### src/rtl/npnClassPkg.sv
package npnClassPkg;

  localparam int NumIn   = 3;
  localparam int TtW     = 1 << NumIn;
  localparam int NumPerm = 6;
  localparam int PermW   = 3;
  localparam int SelW    = 2;

  typedef enum logic [1:0] {
    ModeP      = 2'd0,
    ModeNp     = 2'd1,
    ModeNpn    = 2'd2,
    ModeNpnAlt = 2'd3
  } modeT;

  typedef struct packed {
    logic             load;
    logic             eval;
    logic [PermW-1:0] perm;
    logic [NumIn-1:0] mask;
    logic             pol;
  } strobeT;

  // packed selection tuple {S(2), S(1), S(0)} for permutation index p
  function automatic logic [NumIn*SelW-1:0] permSel(input logic [PermW-1:0] p);
    logic [NumIn*SelW-1:0] s;
    case (p)
      3'd0:    s = {2'd2, 2'd1, 2'd0};
      3'd1:    s = {2'd1, 2'd2, 2'd0};
      3'd2:    s = {2'd2, 2'd0, 2'd1};
      3'd3:    s = {2'd0, 2'd2, 2'd1};
      3'd4:    s = {2'd1, 2'd0, 2'd2};
      default: s = {2'd0, 2'd1, 2'd2};
    endcase
    return s;
  endfunction

  function automatic logic [TtW-1:0] applyXform(input logic [TtW-1:0]   tt,
                                                input logic [PermW-1:0] p,
                                                input logic [NumIn-1:0] m,
                                                input logic             o);
    logic [TtW-1:0]        g;
    logic [NumIn*SelW-1:0] s;
    logic [NumIn-1:0]      z;
    logic [NumIn-1:0]      y;
    s = permSel(p);
    for (int i = 0; i < TtW; i++) begin
      z = NumIn'(i) ^ m;
      for (int k = 0; k < NumIn; k++) begin
        y[k] = z[s[k*SelW +: SelW]];
      end
      g[i] = tt[y] ^ o;
    end
    return g;
  endfunction

endpackage

### src/rtl/npnClassCtrl.sv
module npnClassCtrl
  import npnClassPkg::*;
(
  input  logic       clk,
  input  logic       rstN,
  input  logic       start,
  input  logic [1:0] mode,
  output logic       busy,
  output logic       done,
  output strobeT     strobe
);

  localparam logic [PermW-1:0] LastPerm = PermW'(NumPerm - 1);
  localparam logic [NumIn-1:0] LastMask = {NumIn{1'b1}};

  logic             busyQ;
  logic             doneQ;
  modeT             modeQ;
  logic [PermW-1:0] permQ;
  logic [NumIn-1:0] maskQ;
  logic             polQ;

  logic permWrap;
  logic maskWrap;
  logic polWrap;

  always_comb begin
    permWrap = (permQ == LastPerm);
    maskWrap = (modeQ == ModeP) || (maskQ == LastMask);
    polWrap  = !modeQ[1] || polQ;
  end

  always_ff @(posedge clk) begin
    if (!rstN) begin
      busyQ <= 1'b0;
      doneQ <= 1'b0;
      modeQ <= ModeP;
      permQ <= '0;
      maskQ <= '0;
      polQ  <= 1'b0;
    end else begin
      doneQ <= 1'b0;
      if (!busyQ) begin
        if (start) begin
          busyQ <= 1'b1;
          modeQ <= modeT'(mode);
          permQ <= '0;
          maskQ <= '0;
          polQ  <= 1'b0;
        end
      end else if (!permWrap) begin
        permQ <= permQ + 1'b1;
      end else begin
        permQ <= '0;
        if (!maskWrap) begin
          maskQ <= maskQ + 1'b1;
        end else begin
          maskQ <= '0;
          if (!polWrap) begin
            polQ <= 1'b1;
          end else begin
            polQ  <= 1'b0;
            busyQ <= 1'b0;
            doneQ <= 1'b1;
          end
        end
      end
    end
  end

  always_comb begin
    strobe.load = start && !busyQ;
    strobe.eval = busyQ;
    strobe.perm = permQ;
    strobe.mask = maskQ;
    strobe.pol  = polQ;
  end

  assign busy = busyQ;
  assign done = doneQ;

endmodule

### src/rtl/npnClassDatapath.sv
module npnClassDatapath
  import npnClassPkg::*;
(
  input  logic             clk,
  input  logic             rstN,
  input  logic [TtW-1:0]   truthIn,
  input  strobeT           strobe,
  output logic [TtW-1:0]   canon,
  output logic [PermW-1:0] permIdx,
  output logic [NumIn-1:0] negMask,
  output logic             outNeg,
  output logic [NumIn-1:0] degen
);

  logic [TtW-1:0]   ttQ;
  logic             firstQ;
  logic [TtW-1:0]   bestQ;
  logic [PermW-1:0] bestPermQ;
  logic [NumIn-1:0] bestMaskQ;
  logic             bestPolQ;
  logic [NumIn-1:0] degenQ;

  logic [TtW-1:0]   cand;
  logic             takeCand;
  logic [NumIn-1:0] indep;

  // one cofactor comparator per input variable
  for (genvar k = 0; k < NumIn; k++) begin : gCof
    always_comb begin
      indep[k] = 1'b1;
      for (int i = 0; i < TtW; i++) begin
        if (((i >> k) & 1) == 0) begin
          if (truthIn[i] != truthIn[i | (1 << k)]) indep[k] = 1'b0;
        end
      end
    end
  end

  always_comb begin
    cand     = applyXform(ttQ, strobe.perm, strobe.mask, strobe.pol);
    takeCand = strobe.eval && (firstQ || (cand < bestQ));
  end

  always_ff @(posedge clk) begin
    if (!rstN) begin
      ttQ       <= '0;
      firstQ    <= 1'b0;
      bestQ     <= '0;
      bestPermQ <= '0;
      bestMaskQ <= '0;
      bestPolQ  <= 1'b0;
      degenQ    <= '0;
    end else begin
      if (strobe.load) begin
        ttQ    <= truthIn;
        degenQ <= indep;
        firstQ <= 1'b1;
      end else if (strobe.eval) begin
        firstQ <= 1'b0;
      end
      if (takeCand) begin
        bestQ     <= cand;
        bestPermQ <= strobe.perm;
        bestMaskQ <= strobe.mask;
        bestPolQ  <= strobe.pol;
      end
    end
  end

  assign canon   = bestQ;
  assign permIdx = bestPermQ;
  assign negMask = bestMaskQ;
  assign outNeg  = bestPolQ;
  assign degen   = degenQ;

endmodule

### src/rtl/npnClassifier.sv
module npnClassifier
  import npnClassPkg::*;
(
  input  logic             clk,
  input  logic             rstN,
  input  logic             start,
  input  logic [1:0]       mode,
  input  logic [TtW-1:0]   truthIn,
  output logic             busy,
  output logic             done,
  output logic [TtW-1:0]   canon,
  output logic [PermW-1:0] permIdx,
  output logic [NumIn-1:0] negMask,
  output logic             outNeg,
  output logic [NumIn-1:0] degen
);

  strobeT strobe;

  npnClassCtrl ctrl_i (
    .clk    (clk),
    .rstN   (rstN),
    .start  (start),
    .mode   (mode),
    .busy   (busy),
    .done   (done),
    .strobe (strobe)
  );

  npnClassDatapath dp_i (
    .clk     (clk),
    .rstN    (rstN),
    .truthIn (truthIn),
    .strobe  (strobe),
    .canon   (canon),
    .permIdx (permIdx),
    .negMask (negMask),
    .outNeg  (outNeg),
    .degen   (degen)
  );

endmodule

### config.mk
export PLATFORM = sky130hd
export DESIGN_NAME = npnClassifier
export DESIGN_NICKNAME = d
export VERILOG_FILES = /design/src/rtl/npnClassPkg.sv /design/src/rtl/npnClassCtrl.sv /design/src/rtl/npnClassDatapath.sv /design/src/rtl/npnClassifier.sv
export SDC_FILE = /design/constraint.sdc
export NUM_CORES = 1
export LEC_CHECK = 0
export BUFFER_PORTS_ARGS = -buffer_cell sky130_fd_sc_hd__buf_2
export CAP_MARGIN = 10
export CORE_ASPECT_RATIO = 1.1
export CORE_MARGIN = 8
export CORE_UTILIZATION = 60
export CTS_BUF_LIST = sky130_fd_sc_hd__clkbuf_16
export DETAILED_ROUTE_END_ITERATION = 12
export GPL_ROUTABILITY_DRIVEN = 0
export GPL_TIMING_DRIVEN = 0
export PLACE_DENSITY = 0.79
export SYNTH_ARGS = -nofsm -noshare
export SYNTH_HDL_FRONTEND = slang
export SYNTH_SLANG_ARGS = --single-unit
### constraint.sdc
create_clock -name clk -period 10.4 [get_ports clk]
set_clock_uncertainty 0.2 [all_clocks]
set_input_delay 0 -clock clk [delete_from_list [all_inputs] [get_ports clk]]
set_output_delay 0 -clock clk [all_outputs]
set_load 0.01 [all_outputs]
==> results.json, run 1 <==
{
  "async_flop_share": 0,
  "fp.coreArea_mm2": 0.00493,
  "synth_cells": 358,
  "synth_ff_type": "dfxtp_1",
  "maxCapViolCount": 0,
  "cts_setup_buffers": 0,
  "synth_area_leaders": "dfxtp_1 (25%), mux2i_1 (16%), nand2_1 (7.6%), xnor2_1 (5.8%), mux4_2 (4.5%)",
  "ys_seq_area_frac": 0.252,
  "hpwl_um": 5360,
  "yosysUniqueCellTypes": 53,
  "fillers": 385,
  "totalPowerFinal_uw": 430,
  "die_area_mm2": 0.00755,
  "setup_slack_ns": 5.57,
  "grt_pass1_wl_um": 12500,
  "setup_tns_ns": 0,
  "finalHoldViolCount": 0,
  "drt_iter0_drc": 127,
  "cp.arrival_ns": 4.83,
  "grt_util_all_layers": 0.194,
  "synth_top_area_frac": 0.252,
  "synth-edff-count": 0,
  "clk_latency_ns": 0.28,
  "post-route-period-util": 0.464,
  "final_max_slew_viol_count": 0,
  "rows": 27,
  "tightest_slew_ns": 0.638,
  "cts_resized": 0,
  "grt_pass1_vias": 2704,
  "fp.dieH_um": 90.3,
  "relSlewSlack": 0.572,
  "area_growth_pct": 16.4,
  "start_kind": "flop",
  "fin_crit_ns": 4.83,
  "chipWidth_um": 83.6,
  "cp.required_ns": 10.41,
  "diodes": 0,
  "wl_per_cell_um": 15.6,
  "cts_root_buffer": "clkbuf_16",
  "crit_type": "flop to flop",
  "worstPathMaxFanout": 10,
  "ys_warn_count": 0,
  "fmax_mhz": 207,
  "hold_buffers": 12,
  "htreeDepth": 2,
  "p_leak_uw": 0.00140,
  "final_util": 0.711,
  "vias_per_cell": 5.72,
  "ir_worst_vdd_mv": 0.0971,
  "setup_violations": 0,
  "pre_cts_ws_ns": 5.65,
  "clk_pin_slew_ns": 0.06,
  "layout-drive-gt1-share": 0.176,
  "outcome": "complete, no violations",
  "drt-total-wl_um": 7300,
  "cts_buffer_depth": 2,
  "gr-total-overflow": 0,
  "rsz0062_at_grt": "false",
  "floorplan.initialDensity": 0.611,
  "clkSinkCount": 38,
  "netlist_area_mm2": 0.00301,
  "synth_largest_area_cell": "dfxtp_1",
  "nets": 432,
  "avgSynthCellArea_um2": 8.42,
  "drcViolationCount": 0,
  "boundaryPins": 33,
  "drtAntennaViolNets": 0,
  "yosys_register_bits": 38,
  "cts_tree": "done",
  "dr.pass1.iters": 4,
  "synth_nets": 381,
  "endpoint_kind": "flop",
  "io_buffer_count": 32,
  "cts_buffers": 5,
  "grt_max_degree": 13,
  "antenna_found_initial": 0,
  "hp-class": "flop to flop",
  "vias": 2675,
  "pwr_density_cell_mw_per_mm2": 123
}
[synth_stat cells, types with 2 or more instances]
master	count
a21boi_0	12
a21o_1	4
a21oi_1	16
a31o_2	3
a31oi_4	2
and2_1	8
and3_1	2
buf_4	3
buf_6	3
clkbuf_1	21
dfxtp_1	38
ha_1	10
inv_1	9
inv_2	3
mux2i_1	49
mux4_2	6
nand2_1	61
nand2b_1	2
nand3_1	6
nand4_1	6
nor2_1	23
nor2b_1	7
nor3_1	5
nor3b_1	2
o21ai_0	10
xnor2_1	20
[final timing paths]
path | end | depth (start not counted) | slack, ns | startpoint
worst max-delay path | dp_i.canon[2] | 18 | 5.57 | ctrl_i.permQ[2]
worst min-delay path | dp_i.negMask[1] | 2 | 0.26 | dp_i.negMask[1]
worst max register to register | dp_i.canon[2] | 18 | 5.57 | ctrl_i.permQ[2]
worst min register to register | dp_i.negMask[1] | 2 | 0.26 | dp_i.negMask[1]
[state kept, by name, indices dropped and copies added, names as in the netlist, 2 cells and up]
register and flops:
dp_i.negMask 3, dp_i.canon 8, ctrl_i.permQ 3, dp_i.ttQ 8, dp_i.degen 3, ctrl_i.modeQ 2, ctrl_i.maskQ 3, dp_i.permIdx 3
[metrics by stage]
step / std cells / instance area (µm²) / hold WS, ns
6_report: 468 / 3510 / 0.257
5_1_grt: 468 / 3510 / 0.283
4_1_cts: 468 / 3510 / 0.259
3_5_place_dp: 448 / 3250 / 0.0615
3_3_place_gp: 448 / 3250 / 0.0564
2_1_floorplan: 358 / 3010 / -0.0551
[metal layers]
layer	part of all wire	up-vias	routed length, µm	track usage
met5	0	-	0	0
met4	0.019	0	136	0.0720
met3	0.065	13	471	0.0542
met2	0.48	76	3500	0.337
met1	0.44	1242	3190	0.220
li1	-	1344	-	-
[placed cells by master, fill, tap and decap left out, types with 2 or more instances in the layout]
cell type	synthesis	routed
xnor2_1	20	20
nand4_1	6	6
clkbuf_16	0	5
ha_1	10	10
inv_2	3	3
and2_1	8	8
a21oi_1	16	16
buf_4	3	3
nor2b_1	7	7
nor2_1	23	23
inv_1	9	9
and3_1	2	2
clkbuf_1	21	21
dlygate4sd3_1	0	12
dfxtp_1	38	38
a21boi_0	12	12
buf_6	3	3
a21o_1	4	4
nand3_1	6	6
nor3_1	5	5
mux4_2	6	6
buf_2	1	33
a31o_2	3	3
nor3b_1	2	2
o21ai_0	10	10
a31oi_4	2	2
nand2b_1	2	2
mux2i_1	49	49
nand2_1	61	61
[where the power goes]
group	total, µW	switching (µW)	internal, µW
combinational	125	67.5	57.9
clock	148	60.7	87.5
sequential	156	4.28	152
[critical path, stage by stage, from the launching register on]
cell     delay [ns]
dfxtp_1        0.51
inv_2          0.08
buf_4          0.18
ha_1           0.29
mux2_2         0.29
a22oi_1        0.18
o32ai_2        0.16
nor2_1         0.23
mux4_2         0.53
mux2i_1        0.21
xnor2_1        0.17
ha_1           0.28
a21o_1         0.16
a21o_1         0.17
a21oi_1        0.22
nand3_1        0.16
o21ai_4        0.29
buf_6          0.23
mux2i_1        0.20
[kinds of logic (layout without fill, tap and decap cells)]
family	after synthesis	after routing	share of synthesized area
flip-flops	38	38	0.252
adder cells (fa/ha/maj)	11	11	0.0449
multiplexers	58	58	0.220
buffers and inverters	40	92	0.0615
XOR/XNOR	21	21	0.0610
AND/OR/NAND/NOR	126	126	0.192
AO/OA/AOI/OAI	64	64	0.168
[final cells by class]
type | count | area [µm²] | share of cell area
Sequential cell | 38 | 761 | 0.217
Inverter | 12 | 45.0 | 0.0128
Timing Repair Buffer | 44 | 280 | 0.0799
Multi-Input combinational cell | 280 | 2070 | 0.589
Buffer | 28 | 140 | 0.0400
Tap cell | 58 | 72.6 | 0.0207
Clock buffer | 5 | 125 | 0.0357
Clock inverter | 3 | 16.3 | 0.00464
Power figures use the tool's default switching activity.
==> run 2: changes to the inputs <==
--- a/config.mk
+++ b/config.mk
@@ -9,12 +9,12 @@
 export CAP_MARGIN = 10
 export CORE_ASPECT_RATIO = 1.1
 export CORE_MARGIN = 8
-export CORE_UTILIZATION = 60
+export CORE_UTILIZATION = 59
 export CTS_BUF_LIST = sky130_fd_sc_hd__clkbuf_16
 export DETAILED_ROUTE_END_ITERATION = 12
 export GPL_ROUTABILITY_DRIVEN = 0
 export GPL_TIMING_DRIVEN = 0
-export PLACE_DENSITY = 0.79
+export PLACE_DENSITY = 0.78
 export SYNTH_ARGS = -nofsm -noshare
 export SYNTH_HDL_FRONTEND = slang
 export SYNTH_SLANG_ARGS = --single-unit
==> constraint.sdc (replaced) <==
create_clock -name clk -period 4.6 [get_ports clk]
set_clock_uncertainty 0.2 [all_clocks]
set_input_delay 0 -clock clk [delete_from_list [all_inputs] [get_ports clk]]
set_output_delay 0 -clock clk [all_outputs]
set_load 0.01 [all_outputs]
==> run 2 against run 1 <==
Compared with the run above: die area increased by 1.4%; maximum frequency grew 7.2%; final area rose by 5.6%; combinational power grew to 2.6 times the previous value; first-iteration DRC count grew 15%; clock power increased by 130%; power is 140% higher; hold slack worse by 0.0039 ns; register-to-register slack got worse by 5.5 ns; worst setup slack lost 5.5 ns; cell count grew 1.9%; non-clock buffer count up 9; highest routed layer unchanged; largest power group unchanged.
==> results.json, run 2 (synthesis gave the netlist of run 1 again) <==
{
  "chipWidth_um": 84.1,
  "fmax_mhz": 222,
  "io_buffer_count": 32,
  "wl_met3_um": 520,
  "die_area_mm2": 0.00765,
  "ir_worst_vdd_mv": 0.212,
  "post_dp_cell_area_mm2": 0.00325,
  "vias": 2801,
  "fin_crit_ns": 4.50,
  "fp.dieH_um": 90.9,
  "htreeDepth": 2,
  "grt_pass1_vias": 2774,
  "p_seq_frac": 0.348,
  "layout-drive-gt1-share": 0.232,
  "boundaryPins": 33,
  "pwr-share-comb": 0.325,
  "final_max_slew_viol_count": 0,
  "grt_pass1_wl_um": 12800,
  "clk_pin_slew_ns": 0.06,
  "power_switching_uw": 318,
  "fin_area_mm2": 0.00370,
  "cts_buffers": 5,
  "p_int_uw": 701,
  "antenna_found_initial": 0,
  "finalHoldViolCount": 0,
  "cts_root_buffer": "clkbuf_16",
  "wl_met1_um": 3190,
  "rr_worst_depth": 19,
  "cts_tree": "done",
  "p_sw_frac": 0.312,
  "clkSinkCount": 38,
  "hp-class": "flop to flop",
  "gr-total-overflow": 0,
  "grt_max_degree": 13,
  "area_growth_pct": 23.0,
  "totalPowerFinal_uw": 1020,
  "hpwl_um": 5520,
  "pwr_density_cell_mw_per_mm2": 275,
  "setup_violations": 0,
  "cp.arrival_ns": 4.52,
  "tightest_slew_ns": 0.694,
  "endpoint_kind": "flop",
  "diodes": 0,
  "outcome": "complete, no violations",
  "drt_iter0_drc": 146,
  "layout_common_cells": "nand2_1 (61), mux2i_1 (47), dfxtp_1 (35)",
  "final_cell_count_no_fill": 477,
  "power_frac_clock": 0.327,
  "drcViolationCount": 0,
  "vias_per_cell": 5.87,
  "nets": 441,
  "grt_util_all_layers": 0.199,
  "post-route-period-util": 0.979,
  "maxUsedRoutingLayer": "met4",
  "cp.required_ns": 4.61,
  "setup_slack_ns": 0.0964,
  "final_common_cell": "nand2_1",
  "wl_per_cell_um": 16.9,
  "fp.coreArea_mm2": 0.00497,
  "cts_buffer_depth": 2,
  "start_kind": "flop",
  "p_leak_uw": 0.00148,
  "worstPathMaxFanout": 8,
  "pre_cts_ws_ns": -0.232,
  "relSlewSlack": 0.532,
  "floorplan.initialDensity": 0.607,
  "clk_latency_ns": 0.28,
  "crit_type": "flop to flop",
  "dr.pass1.iters": 4,
  "post-place-cells": 448,
  "rows": 27,
  "drt-total-wl_um": 8080,
  "met2_length_um": 4100,
  "maxCapViolCount": 0,
  "hold_path_depth": 2,
  "final_util": 0.746,
  "drtAntennaViolNets": 0
}
run 2: changes by cell type in the layout (fill, tap and decap cells not counted), sizes merged:
cell    delta
buf        +8
clkbuf     +1
run 2: repair_timing:
item / in CTS / in global routing
hold buffers: 12 / 0
endpoints found under the setup margin: 15 / 15
gates cloned: 0 / 1
setup buffers: 2 / 7
hold endpoints to repair: 14 / 0
pin swaps: 2 / 11
gates resized for setup: 7 / 22
run 2: critical path: stages, from the launching register on:
cell	delay [ns]
dfxtp_4	0.38
buf_8	0.14
and2_4	0.15
ha_4	0.18
mux2_4	0.28
a22oi_2	0.22
o32ai_4	0.14
nor2_2	0.17
mux4_2	0.54
mux2i_4	0.20
xnor2_2	0.10
ha_1	0.35
a21o_1	0.20
a21o_1	0.16
a21oi_2	0.22
and3_4	0.22
a21oi_2	0.05
o21ai_4	0.14
buf_4	0.20
mux2i_1	0.19
run 2: area by class of cell:
cell class / count / area, µm²
Fill cell: 362 / 1260
Clock inverter: 3 / 16.3
Tap cell: 58 / 72.6
Clock buffer: 5 / 125
Sequential cell: 38 / 772
Timing Repair Buffer: 54 / 373
Buffer: 27 / 146
Inverter: 12 / 45.0
Multi-Input combinational cell: 280 / 2150
run 2: worst paths after layout:
path	startpoint	endpoint	slack, ns
worst min-delay path	dp_i.negMask[2]	dp_i.negMask[2]	0.25
worst min register to register	dp_i.negMask[2]	dp_i.negMask[2]	0.25
worst max-delay path	ctrl_i.permQ[0]	dp_i.permIdx[1]	0.1
worst max register to register	ctrl_i.permQ[0]	dp_i.permIdx[1]	0.1
run 2: per-stage QoR:
| stage | hold WS (ns) | setup TNS (ns) |
|---|---|---|
| finish | 0.253 | 0 |
| global route | 0.271 | -0.935 |
| CTS | 0.254 | 0 |
| detailed placement | 0.0634 | -2.26 |
| global placement | 0.0566 | -1.04 |
| floorplan | -0.0551 | 0 |
run 2: power by group through the flow:
stage	combinational (µW)	clock, µW	sequential [µW]
global route	356	353	356
finish	331	333	354
global placement	266	0	360
detailed placement	273	0	361
CTS	295	335	353
floorplan	209	0	362
run 2: per-layer routing:
metal  up-vias  GRT usage
li1       1362          -
met1      1328      0.220
met2        86      0.349
met3        25     0.0536
met4         0     0.0821
met5         -          0
